==> src/rtl/mm_pipe_stage.sv <==
module mm_pipe_stage #(
  parameter bit REGISTERED = 1'b1,
  parameter int AW         = 16,
  parameter int DW         = 32,
  parameter int BW         = DW / 8
) (
  input  logic          clk,
  input  logic          rst,
  input  logic [AW-1:0] m_addr,
  input  logic [DW-1:0] m_wdata,
  input  logic [BW-1:0] m_be,
  input  logic          m_rd,
  input  logic          m_wr,
  output logic          m_wait,
  output logic [DW-1:0] m_rdata,
  output logic          m_rvalid,
  output logic [AW-1:0] s_addr,
  output logic [DW-1:0] s_wdata,
  output logic [BW-1:0] s_be,
  output logic          s_rd,
  output logic          s_wr,
  input  logic          s_wait,
  input  logic [DW-1:0] s_rdata,
  input  logic          s_rvalid
);

  assign m_rdata  = s_rdata;
  assign m_rvalid = s_rvalid;

  if (REGISTERED) begin : g_reg
    logic [AW-1:0] q_addr;
    logic [DW-1:0] q_wdata;
    logic [BW-1:0] q_be;
    logic          q_rd, q_wr;
    logic          full, rdy, take;

    assign full = q_rd | q_wr;
    assign rdy  = ~s_wait;
    assign take = ~full | rdy;

    always_ff @(posedge clk or posedge rst) begin
      if (rst) begin
        q_addr  <= '0;
        q_wdata <= '0;
        q_be    <= '0;
        q_rd    <= 1'b0;
        q_wr    <= 1'b0;
      end else if (take) begin
        q_addr  <= m_addr;
        q_wdata <= m_wdata;
        q_be    <= m_be;
        q_rd    <= m_rd;
        q_wr    <= m_wr;
      end
    end

    assign s_addr  = q_addr;
    assign s_wdata = q_wdata;
    assign s_be    = q_be;
    assign s_rd    = q_rd & rdy;
    assign s_wr    = q_wr & rdy;
    assign m_wait  = s_wait & full;

    AST_NO_ISSUE_IN_STALL: assert property (@(posedge clk) disable iff (rst)
      s_wait |-> !(s_rd || s_wr));
    AST_ACCEPT_LANDS: assert property (@(posedge clk) disable iff (rst)
      (!m_wait && (m_rd || m_wr)) |=> (s_addr == $past(m_addr) && s_wdata == $past(m_wdata)
                                       && s_be == $past(m_be)));
    AST_STALL_HOLDS: assert property (@(posedge clk) disable iff (rst)
      m_wait |=> ($stable(s_addr) && $stable(s_wdata) && $stable(s_be)));
    AST_PENDING_KEPT: assert property (@(posedge clk) disable iff (rst)
      m_wait |=> (m_wait || s_rd || s_wr));
    AST_WAIT_NEEDS_STALL: assert property (@(posedge clk) disable iff (rst)
      m_wait |-> s_wait);
  end else begin : g_wire
    assign s_addr  = m_addr;
    assign s_wdata = m_wdata;
    assign s_be    = m_be;
    assign s_rd    = m_rd;
    assign s_wr    = m_wr;
    assign m_wait  = s_wait;
  end

endmodule

==> config.mk <==
export PLATFORM = sky130hd
export DESIGN_NAME = mm_pipe_stage
export DESIGN_NICKNAME = d
export VERILOG_FILES = /design/src/rtl/mm_pipe_stage.sv
export SDC_FILE = /design/constraint.sdc
export NUM_CORES = 1
export LEC_CHECK = 0
export ABC_AREA = 1
export ABC_CLOCK_PERIOD_IN_PS = 2300
export BUFFER_PORTS_ARGS = -buffer_cell sky130_fd_sc_hd__buf_4
export CAP_MARGIN = 20
export CELL_PAD_IN_SITES_DETAIL_PLACEMENT = 0
export CELL_PAD_IN_SITES_GLOBAL_PLACEMENT = 2
export CORE_ASPECT_RATIO = 0.75
export CORE_UTILIZATION = 23
export CTS_BUF_LIST = sky130_fd_sc_hd__clkbuf_4 sky130_fd_sc_hd__clkbuf_8
export DETAILED_ROUTE_END_ITERATION = 6
export PLACE_DENSITY_LB_ADDON = 0.1
export SLEW_MARGIN = 25
export SYNTH_ARGS = -nofsm -noshare
export SYNTH_HDL_FRONTEND = slang
export SYNTH_SLANG_ARGS = --single-unit
==> constraint.sdc <==
create_clock -name clk -period 2.3 [get_ports clk]
set_clock_uncertainty 0.05 [all_clocks]
set_input_delay 0.115 -clock clk [delete_from_list [all_inputs] [get_ports clk]]
set_output_delay 0.115 -clock clk [all_outputs]
set_load 0.05 [all_outputs]
======== After elaboration in Yosys (flattened, before gate mapping) ========
Cells that the tools add are included.
word-level totals
  bits in registers ....................... 54
  latch bits .............................. 0
  RAM bits ................................ 0
  ROM bits ................................ 0
  input port bits ......................... 90
  output and inout port bits .............. 88
  word-level logic and storage cells ...... 12
  memories kept ........................... 0
cells by class
  add/subtract/negate cells ............... 0
  multiply operators ...................... 0
  div/mod/pow operators ................... 0
  order comparisons ....................... 0
  eq/ne operators ......................... 0
  shifts and indexed selects .............. 0
  mux-type cells .......................... 0
  bitwise logic cells ..................... 7
  reduce and logical (&&, ||, !) cells .... 0
operators by type and width
  cell           count
  $and A1 B1 Y1  3
  $not A1 Y1     2
  $or A1 B1 Y1   2

======== Logic depth before layout (Yosys ltp) ========
  depth after elaboration ................. 3
  mapped depth ............................ 5
  gate-level depth less buffers ........... 4

======== Least setup slack after synthesis ========
No wires, ideal clock.
  path type ............................... reg-to-output
  start point ............................. register g_reg.q_rd
  end point ............................... output port s_rd
  arrival time ............................ 1109 ps
  data required time ...................... 2135 ps
  setup slack ............................. 1026 ps
  cell stages (with the launch flop) ...... 3
  path buffers ............................ 0
  cells stage by stage .................... dfrtp_1 inv_1 nor2_1
on the way
  cells in the longest elaborated chain, start to end .. 1
ends and longest elaborated chain
  item                    line  text
  start, declared         34    logic q_rd, q_wr;
  start signal, assigned  52    q_rd <= m_rd;
  $and A1 B1 Y1           60    assign s_rd = q_rd & rdy;
  end, declared           20    output logic s_rd,
Every way passes these cells.

======== Worst setup path in the final report ========
  start point ............................. register g_reg.q_rd
  end point ............................... output port m_wait
on the way
  cells in the longest elaborated chain, start to end .. 2
ends and longest elaborated chain
  item           line  text
  $or A1 B1 Y1   37    assign full = q_rd | q_wr;
  $and A1 B1 Y1  62    assign m_wait = s_wait & full;
  end, declared  14    output logic m_wait,
Every way passes these cells.

==> flow_summary.json <==
{
  "numCtsBuffers": 5,
  "leakage_nw": 2.00,
  "maxSlewViolCount": 0,
  "fmax_mhz": 576,
  "seq_area_frac_synth": 0.547,
  "cts_root_buf": "clkbuf_8",
  "routabilityCongestion": 0.674,
  "drt-total-wl_um": 7100,
  "grt_max_degree": 35,
  "r2r_cells": 5,
  "clock-sinks": 54,
  "fp.dieW_um": 122,
  "status": "complete, no violations",
  "tritoncts": "done",
  "max_stage_delay_ps": 530,
  "hold_viol": 0,
  "diodes": 0,
  "slowest_stage": "o21ai_4",
  "grt_overflow": 0,
  "cp_max_fo": 17,
  "vias_per_cell": 4.03,
  "syn_avg_cell_area_um2": 9.05,
  "path_delay_family": "compound AO/OA/AOI/OAI gates",
  "worst_ep_required_time_ps": 2130,
  "first_pass_iters": 4,
  "cap_violations": 0,
  "peakVddDrop_uv": 342,
  "ys_types": 11,
  "grt_pass1_vias": 2225,
  "clkLatencyLatePin_ps": 310,
  "vias": 2177,
  "synthCells": 273,
  "hpwlAfterDp_um": 4550,
  "detail_route.iter0.violations": 106,
  "drive_above_1_share": 0.339,
  "portBuffers": 111,
  "yosys_register_bits": 54,
  "power_density_nw_per_um2": 741,
  "detail-route-antenna-nets": 0,
  "cts_resized": 0,
  "fill_cells": 1106,
  "track_usage": 0.135,
  "die_h_um": 91.8,
  "cp.depth": 3,
  "hp-class": "in2out",
  "nNetsFinal": 494,
  "die_area_um2": 11200,
  "htree_num_levels": 2,
  "drc": 0,
  "finalCritPeriodShare": 0.755,
  "relSlewSlack": 0.593,
  "rsz0062_at_grt": "no",
  "worst_pin_slew_ps": 608,
  "start_kind": "flip-flop",
  "start_util": 0.238,
  "syn_area_um2": 2470,
  "grt_pass1_wl_um": 11500,
  "antenna_found_initial": 0,
  "synth_warnings": 0,
  "clockBufferDepth": 2,
  "clkSlewWorstSetupHoldPaths_ps": 90,
  "whs_path_depth": 0,
  "fin_crit_ps": 1740,
  "finalSetupTns_ps": 0,
  "worstSetupPathType": "reg2out",
  "critPathBufInv": 2,
  "path_cells": "o21ai_4 -> inv_1 -> buf_4",
  "coreArea_um2": 10400,
  "fin_util": 0.366,
  "mappedNetlistNets": 363,
  "synthToLayoutAreaGrowth_pct": 53.6,
  "critical_path_arrival_ps": 1570,
  "setup_viol": 0,
  "reg2reg_slack_ps": 770,
  "routedWlPerCell_um": 13.1,
  "crit_path_end_kind": "output port",
  "rows": 32,
  "ios": 178
}
registers in the layout, indices dropped and copies added, names as in the netlist:
| signal | flops |
|---|---|
| g_reg.q_rd | 1 |
| g_reg.q_wr | 1 |
| s_addr | 16 |
| s_be | 4 |
| s_wdata | 32 |
report_power, final:
group          internal, mW  switching (mW)
Sequential             1.07          0.0810
Clock                 0.235           0.319
Combinational         0.374           0.729
cells in the final DEF, fill, tap and decap left out:
master         instances
buf_12                 1
buf_4                117
clkbuf_4               2
clkbuf_8               5
dfrtp_1               54
dlygate4sd3_1         55
inv_1                  3
inv_2                  1
nand2_1              100
nand2_2               10
nand3_1               53
nor2_1                 2
o21ai_4                1
layer usage:
| layer | up-vias | track usage | routed length (um) |
|---|---|---|---|
| li1 | 1088 | - | - |
| met1 | 1005 | 0.182 | 3250 |
| met2 | 69 | 0.207 | 3330 |
| met3 | 15 | 0.0330 | 413 |
| met4 | 0 | 0.0514 | 97 |
| met5 | - | 0 | 0 |
metrics by stage:
stage	area [um2]	std cells	hold slack, ps	setup WS [ps]	total power, mW
floorplan	2470	273	169	820	2.01
global placement	3160	478	149	769	2.22
detailed placement	3160	478	152	743	2.22
global route	3800	540	180	430	2.97
CTS	3800	540	180	510	2.86
finish	3800	540	180	565	2.81
cells by family after synthesis:
group | Yosys count | share of synthesized area
AO/OA/AOI/OAI | 1 | 0.00658
buffers and inverters | 53 | 0.159
flip-flops | 54 | 0.547
AND/OR/NAND/NOR | 165 | 0.288
Yosys cell counts:
cell,count,area [um2]
nand2_1,100,375
dfrtp_1,54,1350
nand3_1,53,265
buf_4,39,293
nand2_2,10,62.6
buf_2,5,25.0
buf_6,4,45.0
inv_1,4,15.0
nor2_1,2,7.51
buf_8,1,15.0
o21ai_4,1,16.3
timing repair:
item                       CTS  global route
setup endpoints to repair    0             0
hold buffers                55             0
hold endpoints to repair    76             0
setup buffers                0             0
layout make-up:
| class | instances | area, um2 | area share |
|---|---|---|---|
| Inverter | 4 | 15.0 | 0.00396 |
| Multi-Input combinational cell | 166 | 727 | 0.191 |
| Sequential cell | 54 | 1350 | 0.356 |
| Tap cell | 136 | 170 | 0.0448 |
| Clock buffer | 7 | 83.8 | 0.0221 |
| Timing Repair Buffer | 173 | 1450 | 0.382 |
final timing paths:
check,end,startpoint
worst max-delay path,m_wait,g_reg.q_rd
worst min-delay path,m_rdata[10],s_rdata[10]
worst max register to register,s_wdata[18],g_reg.q_wr
worst min register to register,s_wdata[11],s_wdata[11]
max in group asynchronous,s_addr[15],rst
min in group asynchronous,s_wdata[10],rst
(Power assumes the default switching activity.)
